File: config.mk
export PLATFORM = sky130hd
export DESIGN_NAME = dw_lane_shuffle
export DESIGN_NICKNAME = d
export VERILOG_FILES = /design/src/rtl/shuf_pkg.sv /design/src/rtl/shuf_lane.sv /design/src/rtl/shuf_decode.sv /design/src/rtl/shuf_hi_mux.sv /design/src/rtl/dw_lane_shuffle.sv
export SDC_FILE = /design/constraint.sdc
export NUM_CORES = 1
export LEC_CHECK = 0
export ABC_AREA = 1
export BUFFER_PORTS_ARGS = -buffer_cell sky130_fd_sc_hd__buf_4
export CORE_AREA = 2 2 310 312
export CTS_BUF_LIST = sky130_fd_sc_hd__clkbuf_8
export CTS_CLUSTER_DIAMETER = 120
export DETAILED_ROUTE_END_ITERATION = 7
export DIE_AREA = 0 0 312 314
export HOLD_SLACK_MARGIN = 0.1
export SYNTH_ARGS = -nofsm -noshare
export SYNTH_HDL_FRONTEND = slang
export SYNTH_SLANG_ARGS = --single-unit
File: constraint.sdc
create_clock -name clk -period 1.51 [get_ports clk]
set_input_delay 0.302 -clock clk [delete_from_list [all_inputs] [get_ports clk]]
set_output_delay 0.302 -clock clk [all_outputs]
set_load 0.005 [all_outputs]
File: src/rtl/shuf_pkg.sv
package shuf_pkg;

    // Mode select encoding
    typedef enum logic [1:0] {
        MODE_MERGE128 = 2'b00,
        MODE_ZERO128  = 2'b01,
        MODE_FULL256  = 2'b10,
        MODE_BAD      = 2'b11
    } mode_e;

    // Source of the lanes above lane 0
    typedef enum logic [1:0] {
        HI_SHUF = 2'b00,
        HI_PREV = 2'b01,
        HI_ZERO = 2'b10
    } hi_src_e;

    typedef struct packed {
        logic    illegal;
        hi_src_e hi_src;
    } dec_t;

    // Modes that demand an all-ones reserved field
    function automatic logic mode_checks_rsv(mode_e m);
        return (m == MODE_ZERO128) || (m == MODE_FULL256);
    endfunction

endpackage

File: src/rtl/shuf_lane.sv
module shuf_lane #(
    parameter int ELEM_W     = 32,
    parameter int LANE_ELEMS = 4,
    localparam int SEL_W     = $clog2(LANE_ELEMS),
    localparam int LANE_W    = ELEM_W * LANE_ELEMS,
    localparam int ORD_W     = SEL_W * LANE_ELEMS
) (
    input  logic [LANE_W-1:0] src_lane,
    input  logic [ORD_W-1:0]  order,
    output logic [LANE_W-1:0] dst_lane
);

    for (genvar e = 0; e < LANE_ELEMS; e++) begin : g_elem
        logic [SEL_W-1:0] sel;
        assign sel = order[e*SEL_W +: SEL_W];
        assign dst_lane[e*ELEM_W +: ELEM_W] = src_lane[sel*ELEM_W +: ELEM_W];
    end

endmodule

File: src/rtl/shuf_decode.sv
module shuf_decode
    import shuf_pkg::*;
#(
    parameter int RSV_W = 4
) (
    input  logic [1:0]       mode,
    input  logic [RSV_W-1:0] rsv,
    output dec_t             dec
);

    mode_e m;
    logic  rsv_ok;

    assign m      = mode_e'(mode);
    assign rsv_ok = &rsv;

    always_comb begin
        dec.illegal = 1'b0;
        dec.hi_src  = HI_SHUF;
        unique case (m)
            MODE_MERGE128: dec.hi_src = HI_PREV;
            MODE_ZERO128:  dec.hi_src = HI_ZERO;
            MODE_FULL256:  dec.hi_src = HI_SHUF;
            default:       dec.illegal = 1'b1;
        endcase
        if (mode_checks_rsv(m) && !rsv_ok) begin
            dec.illegal = 1'b1;
        end
    end

endmodule

File: src/rtl/shuf_hi_mux.sv
module shuf_hi_mux
    import shuf_pkg::*;
#(
    parameter int LANE_W = 128
) (
    input  hi_src_e           hi_src,
    input  logic [LANE_W-1:0] shuf_lane_in,
    input  logic [LANE_W-1:0] prev_lane_in,
    output logic [LANE_W-1:0] lane_out
);

    always_comb begin
        unique case (hi_src)
            HI_PREV: lane_out = prev_lane_in;
            HI_ZERO: lane_out = '0;
            default: lane_out = shuf_lane_in;
        endcase
    end

endmodule

File: src/rtl/dw_lane_shuffle.sv
module dw_lane_shuffle
    import shuf_pkg::*;
#(
    parameter int ELEM_W     = 32,
    parameter int LANE_ELEMS = 4,
    parameter int LANES      = 2,
    parameter int RSV_W      = 4,
    localparam int SEL_W     = $clog2(LANE_ELEMS),
    localparam int LANE_W    = ELEM_W * LANE_ELEMS,
    localparam int DATA_W    = LANE_W * LANES,
    localparam int ORD_W     = SEL_W * LANE_ELEMS
) (
    input  logic              clk,
    input  logic              rst,
    input  logic              in_valid,
    input  logic [DATA_W-1:0] in_src,
    input  logic [DATA_W-1:0] in_prev,
    input  logic [ORD_W-1:0]  in_order,
    input  logic [1:0]        in_mode,
    input  logic [RSV_W-1:0]  in_rsv,
    output logic              out_valid,
    output logic              out_illegal,
    output logic [DATA_W-1:0] out_result
);

    dec_t              dec;
    logic [DATA_W-1:0] shuf_all;
    logic [DATA_W-1:0] next_result;
    logic              unused_prev_lo;

    // Lane 0 of the previous value is never used
    assign unused_prev_lo = ^in_prev[LANE_W-1:0];

    shuf_decode #(.RSV_W(RSV_W)) u_dec (
        .mode (in_mode),
        .rsv  (in_rsv),
        .dec  (dec)
    );

    for (genvar l = 0; l < LANES; l++) begin : g_lane
        shuf_lane #(.ELEM_W(ELEM_W), .LANE_ELEMS(LANE_ELEMS)) u_lane (
            .src_lane (in_src[l*LANE_W +: LANE_W]),
            .order    (in_order),
            .dst_lane (shuf_all[l*LANE_W +: LANE_W])
        );
        if (l == 0) begin : g_lo
            assign next_result[LANE_W-1:0] = shuf_all[LANE_W-1:0];
        end else begin : g_hi
            shuf_hi_mux #(.LANE_W(LANE_W)) u_hi (
                .hi_src       (dec.hi_src),
                .shuf_lane_in (shuf_all[l*LANE_W +: LANE_W]),
                .prev_lane_in (in_prev[l*LANE_W +: LANE_W]),
                .lane_out     (next_result[l*LANE_W +: LANE_W])
            );
        end
    end

    always_ff @(posedge clk) begin
        if (rst) begin
            out_valid   <= 1'b0;
            out_illegal <= 1'b0;
            out_result  <= '0;
        end else begin
            out_valid   <= in_valid & ~dec.illegal;
            out_illegal <= in_valid & dec.illegal;
            if (in_valid && !dec.illegal) begin
                out_result <= next_result;
            end
        end
    end


    bad_mode_flag_chk: assert property (@(posedge clk) disable iff (rst)
        (in_valid && in_mode == 2'b11) |=> (out_illegal && !out_valid));


    hold_on_illegal_chk: assert property (@(posedge clk) disable iff (rst)
        out_illegal |-> $stable(out_result));


    idle_quiet_chk: assert property (@(posedge clk) disable iff (rst)
        !in_valid |=> (!out_valid && !out_illegal && $stable(out_result)));


    merge_upper_chk: assert property (@(posedge clk) disable iff (rst)
        (in_valid && in_mode == 2'b00)
        |=> (out_result[DATA_W-1:LANE_W] == $past(in_prev[DATA_W-1:LANE_W])));


    zero_upper_chk: assert property (@(posedge clk) disable iff (rst)
        (in_valid && in_mode == 2'b01 && (&in_rsv))
        |=> (out_result[DATA_W-1:LANE_W] == '0));

endmodule

==> flow_metrics.py, run 1 <==
metrics = {
    "global_route": {
        "track_usage_pct": 22.24,
        "grt_max_degree": 65,
        "grt_first_pass_wirelength_um": 167400,
        "antenna_found_initial": 25,
        "grt_overflow_total": 0,
        "grt_pass1_vias": 26540,
    },
    "setup_path": {
        "timing.rr.end": "out_result[221]",
        "slowest_stage": "dlygate4sd3_1",
        "crit_arrival_ps": 2150,
        "timing.rr.start": "out_result[221]",
        "crit_path_start_kind": "input pin",
        "ff2ff_path_depth": 6,
        "path_max_fanout": 9,
        "path_cells": "buf_4 -> inv_4 -> ha_4 -> nor2_4 -> buf_6 -> clkbuf_16 -> buf_4 -> nand3_1 -> nand2_1 -> dlygate4sd3_1 -> nor2_1 -> nor2_1",
        "reg2reg_setup_slack_ps": 220,
        "max_stage_delay_ps": 550,
        "crit_required_ps": 2100,
        "cp-end-kind": "flop",
        "worstSetupPathType": "input pin to flop",
    },
    "detailed_routing": {
        "final_antenna_net_count": 0,
        "dr_total_vias": 28000,
        "drt_first_iter_violations": 2368,
        "post_drt_wl_per_cell_um": 18.93,
        "drc": 0,
        "wirelength_um": 114800,
        "routed_via_density": 4.616,
        "dr.pass1.iters": 6,
    },
    "placed_design": {
        "dp_cells": 5531,
        "gp_congestion": 0.9265,
        "dp_hpwl_um": 83700,
        "pre_cts_ws_ps": -281.5,
        "port_buffers": 658,
    },
    "yosys": {
        "syn_inst": 3695,
        "syn_nets": 4227,
        "yosysTopAreaCellShare_pct": 29.50,
        "synth_area_leaders": "nand2_1 30%, dfxtp_1 26%, nand3_1 9.9%, nor2_1 9.9%, inv_1 6.3%",
        "yosysTopAreaCell": "nand2_1",
        "ys_types": 16,
        "avgSynthCellArea_um2": 5.296,
        "ys_warn_count": 0,
        "syn-cell-area_um2": 19570,
        "synth-seq-area-share_pct": 26.39,
        "synth_seq_cells": 258,
    },
    "finish": {
        "drive_above_1_share_pct": 26.18,
        "postLayoutCoreUtil_pct": 36.19,
        "mostFrequentLayoutCells": "1537 x nand2_1, 560 x buf_4, 510 x nor2_1",
        "stdcell_count": 6066,
        "finish.net_count": 5281,
        "syn_to_final_growth_pct": 74.66,
        "final_common_cell": "nand2_1",
    },
    "timing": {
        "max_slew_margin_pct": 75.62,
        "fin_skew_ps": 0,
        "worstMarginPinSlew_ps": 365.6,
        "holdWs_ps": 156.6,
        "period_share_pct": 103.3,
        "fin_crit_ps": 1560,
        "finalHoldViolations": 0,
        "setup_violations": 5,
        "rsz0062_at_grt": "true",
        "postLayoutSetupSlackWorst_ps": -50.37,
        "slew_violations": 0,
        "fmaxAchievable_mhz": 640.9,
    },
    "cts": {
        "root_buffer": "clkbuf_8",
        "clock_latency_ps": 680,
        "htree_levels": 2,
        "tritoncts": "built",
        "clkSinkCount": 258,
        "clkTransAtPathRegs_ps": 60,
        "cts_buffer_depth": 3,
        "cts_made_buffers": 55,
    },
    "die": {
        "core_area_um2": 94450,
        "initial_core_util_pct": 20.72,
        "die_area_um2": 97970,
        "die_w_um": 312,
        "num_io_pins": 787,
        "rows": 113,
        "die_h_um": 314,
    },
    "worst_hold_path": {
        "min_path_cells": 7,
        "min_to": "out_result[156]",
        "hp-start": "in_src[220]",
        "hold_class": "input pin to flop",
    },
    "run_status": {
        "status": "finished, violations left",
        "violations": "setup timing",
    },
    "power": {
        "total_power_mw": 26.21,
        "ir_drop_uv": 655.1,
        "p_leak_nw": 17.48,
        "power.density_nw_per_um2": 766.7,
    },
    "job": {
        "max_cap_violations": 0,
    },
}
## cell usage after synthesis
library cell and number:
nand2_1 1538, nor2_1 514, nand3_1 386, inv_1 330
dfxtp_1 258, buf_2 141, a21oi_1 128, o211ai_1 128
o21ai_0 128, clkbuf_1 119, buf_1 14, inv_2 4
ha_1 3, buf_4 2, a21boi_0 1, o21ai_2 1
## logic make-up after synthesis
| logic type | after synthesis | share of synthesized area (%) |
|---|---|---|
| DFF | 258 | 26.39 |
| adders and majority gates | 3 | 0.1918 |
| buffers and inverters | 610 | 12.64 |
| AOI/OAI and AO/OA | 386 | 11.54 |
| and+or+nand+nor | 2438 | 49.23 |
## flip-flops by register name, indices dropped and copies added, names as in the netlist
signal / cells
out_illegal: 1
out_result: 256
out_valid: 1
## where the power goes
| part | switching (mW) | total (mW) | internal, mW |
|---|---|---|---|
| clock | 3.81 | 8.68 | 4.87 |
| sequential | 0.514 | 8.07 | 7.56 |
| combinational | 4.73 | 9.46 | 4.72 |
## worst max-delay path, delay by kind of cell
| family | cells | cell delay (ps) |
|---|---|---|
| buffers and inverters | 6 | 1170 |
| AND/OR/NAND/NOR | 5 | 520 |
| adder cells (fa/ha/maj) | 1 | 150 |
## through the flow
step | instance area, µm² | TNS (ps)
2_1_floorplan | 19570 | 0
3_3_place_gp | 27230 | -44640
3_5_place_dp | 27230 | -46350
4_1_cts | 33710 | -2753
5_1_grt | 34170 | -807.5
6_report | 34180 | -108.6
## worst max-delay path by stage
stage	startpoint	end	slack, ps	cells past startpoint
floorplan	in_mode[0]	out_result[198]	6	9
global placement	in_mode[1]	out_result[158]	-290	11
detailed placement	in_mode[1]	out_result[158]	-280	11
CTS	out_result[254]	out_result[254]	-90	1
global route	out_result[254]	out_result[254]	-60	1
finish	in_mode[1]	out_result[140]	-50	12
## timing repair
item,4_1_cts,5_1_grt
setup endpoints to repair,234,106
hold buffers,393,0
hold endpoints to repair,257,0
cloned,0,5
buffers inserted,15,19
pin swaps,0,3
gates resized for setup,481,67
## cell type report
class / count / area, µm²
fillers: 9963 / 60270
repair buffers: 1273 / 12480
multi-input cells: 2827 / 12090
flip-flops and latches: 258 / 5500
well taps: 1265 / 1583
inverters: 334 / 1282
clock buffers: 74 / 1018
clock inverters: 28 / 210.2
diodes: 7 / 17.52
## routing by layer
metal	GRT usage, %	wire, µm	vias up	share of wire (%)
met1	26.03	44740	12730	39
met5	0	222	-	0.19
met2	38.14	53680	1350	47
met3	6.430	10750	299	9.4
li1	-	-	13600	-
met4	8.861	5414	30	4.7
No activity file was read; power rests on OpenSTA's default activity.
==> run 2, diff against run 1 <==
--- a/config.mk
+++ b/config.mk
@@ -13,6 +13,7 @@
 export DETAILED_ROUTE_END_ITERATION = 7
 export DIE_AREA = 0 0 312 314
 export HOLD_SLACK_MARGIN = 0.1
+export REMOVE_ABC_BUFFERS = 1
 export SYNTH_ARGS = -nofsm -noshare
 export SYNTH_HDL_FRONTEND = slang
 export SYNTH_SLANG_ARGS = --single-unit
==> run 2 against run 1 <==
- worst hold slack improved by 19 ps
- clock-buffer cell count down 6
- sequential share of layout area shrank 0.12 points
- critical path type unchanged
- core utilization rose by 0.17 points
- the flow still finishes with violations (setup timing)
- largest cell class unchanged
- via count is 0.46% lower
- first-iteration DRC count shrank 6.8%
- global-route usage is 2.2 points lower
- cell count up 0.89%
==> flow_metrics.py, run 2 (synthesized netlist as in run 1, its figures left out) <==
metrics = {
    "run_status": {
        "status": "finished, violations left",
        "violations": "setup timing",
    },
    "setup_path": {
        "reg2reg_setup_slack_ps": 730,
        "critPathTopFamily": "buffers and inverters",
        "path_max_fanout": 25,
        "cp-end-kind": "flop",
        "path_cells": "buf_4 -> inv_1 -> ha_2 -> nor2_4 -> buf_12 -> buf_4 -> nand3_1 -> nand2_1 -> dlygate4sd3_1 -> nor2_1 -> nor2_1",
        "timing.rr.start": "out_result[204]",
        "timing.rr.end": "out_result[204]",
        "crit_arrival_ps": 2150,
        "worstSetupPathType": "input pin to flop",
        "crit_buf_inv": 5,
        "slowest_stage": "dlygate4sd3_1",
        "ff2ff_path_depth": 5,
        "crit_required_ps": 2120,
        "crit_path_start_kind": "input pin",
        "worstSetupPathDepth": 11,
        "max_stage_delay_ps": 560,
    },
    "die": {
        "core_area_um2": 94450,
        "initial_core_util_pct": 20.72,
        "die_w_um": 312,
        "num_io_pins": 787,
        "die_h_um": 314,
        "die_area_um2": 97970,
        "rows": 113,
    },
    "placed_design": {
        "place_area_um2": 27270,
        "gp_congestion": 0.8935,
        "dp_hpwl_um": 73590,
        "dp_cells": 5541,
        "port_buffers": 658,
    },
    "finish": {
        "fin_area_um2": 34340,
        "mostFrequentLayoutCells": "1538 x nand2_1, 578 x buf_4, 513 x nor2_1",
        "finish.net_count": 5339,
        "stdcell_count": 6120,
        "syn_to_final_growth_pct": 75.50,
        "drive_above_1_share_pct": 25.38,
        "largest_reg_flops": 256,
        "nFillCells": 9936,
        "largest-register": "out_result",
        "final_common_cell": "nand2_1",
        "reg_top3": "out_result (256), out_illegal (1), out_valid (1)",
    },
    "cts": {
        "tritoncts": "built",
        "clkTransAtPathRegs_ps": 60,
        "cts_buffer_depth": 3,
        "htree_levels": 2,
        "root_buffer": "clkbuf_8",
        "clock_latency_ps": 700,
        "clkSinkCount": 258,
        "cts_made_buffers": 56,
    },
    "power": {
        "p_leak_nw": 17.50,
        "power_frac_clock_pct": 31.9,
        "p_int_mw": 16.76,
        "seq_power_share_pct": 31.6,
        "power.density_nw_per_um2": 742.5,
        "p_sw_mw": 8.745,
        "total_power_mw": 25.50,
        "swShare_pct": 34.29,
        "comb_power_share_pct": 36.5,
        "ir_drop_uv": 510.8,
    },
    "worst_hold_path": {
        "hp-start": "in_src[195]",
        "min_path_cells": 7,
        "min_to": "out_result[195]",
        "hold_class": "input pin to flop",
    },
    "timing": {
        "period_share_pct": 101.7,
        "finalHoldViolations": 0,
        "rsz0062_at_grt": "true",
        "holdWs_ps": 175.1,
        "fmaxAchievable_mhz": 651.1,
        "postLayoutSetupSlackWorst_ps": -25.97,
        "fin_crit_ps": 1536,
        "fin_setup_tns_ps": -26.91,
        "setup_violations": 2,
        "fin_skew_ps": 0,
        "max_slew_margin_pct": 71.08,
        "slew_violations": 0,
        "worstMarginPinSlew_ps": 433.9,
    },
    "detailed_routing": {
        "routed_via_density": 4.554,
        "dr.pass1.iters": 8,
        "drt_first_iter_violations": 2207,
        "drc": 0,
        "wirelength_um": 103600,
        "dr_total_vias": 27870,
        "final_antenna_net_count": 0,
        "post_drt_wl_per_cell_um": 16.92,
    },
    "global_route": {
        "track_usage_pct": 20.08,
        "grt_first_pass_wirelength_um": 154600,
        "antenna_found_initial": 15,
        "grt_pass1_vias": 26920,
        "grt_max_degree": 61,
        "grt_overflow_total": 0,
    },
    "job": {
        "max_cap_violations": 0,
    },
}
## run 2: layer usage
metal / track usage [%] / vias up / routed length (µm)
li1: - / 13720 / -
met1: 23.62 / 12670 / 41460
met2: 33.77 / 1218 / 47990
met3: 5.955 / 257 / 9738
met4: 8.829 / 10 / 4313
met5: 0 / - / 67
## run 2: cell type report
cell class	count	area [µm²]	share of cell area [%]
Inverter	334	1264	3.680
Timing Repair Buffer	1330	12850	37.42
Antenna cell	9	22.52	0.06558
Multi-Input combinational cell	2827	12010	34.96
Clock buffer	68	935.9	2.725
Clock inverter	29	192.7	0.5611
Sequential cell	258	5487	15.98
Tap cell	1265	1583	4.609
## run 2: worst reg2reg max path: cells and delay by family (launching register included)
family	cells	cell delay, ps
AND/OR/NAND/NOR	3	170
buffers and inverters	2	180
flip-flops	1	320
## run 2: worst max path at each step
stage / startpoint / end / slack (ps)
4_1_cts: out_result[35] / out_result[35] / -110
6_report: in_mode[1] / out_result[245] / -30
3_5_place_dp: in_mode[0] / out_result[108] / -220
3_3_place_gp: in_mode[1] / out_result[15] / -230
5_1_grt: out_result[35] / out_result[35] / -100
2_1_floorplan: in_mode[0] / out_result[0] / -7380
## run 2: repair_timing
| action | 4_1_cts | 5_1_grt |
|---|---|---|
| endpoints found under the hold margin | 257 | 0 |
| gates resized for setup | 466 | 23 |
| cloned | 0 | 1 |
| buffers inserted | 4 | 17 |
| hold buffers | 452 | 0 |
| pin swaps | 0 | 1 |
| setup endpoints to repair | 235 | 176 |
## run 2: stage by stage
stage / util, % / setup WS (ps)
5_1_grt: 36.36 / -97.88
3_3_place_gp: 28.88 / -231.8
4_1_cts: 36.12 / -111.4
3_5_place_dp: 28.88 / -219.3
6_report: 36.36 / -25.97
2_1_floorplan: - / -7384
## run 2: power groups by stage
stage / Sequential [mW] / Combinational (mW) / Clock, mW
after floorplan: 7.93 / 3.55 / 0
after detailed placement: 7.97 / 7.47 / 0
final: 8.06 / 9.30 / 8.14
after CTS: 8.05 / 9.11 / 8.44
after global routing: 8.12 / 10.2 / 8.73
after global placement: 7.96 / 7.41 / 0
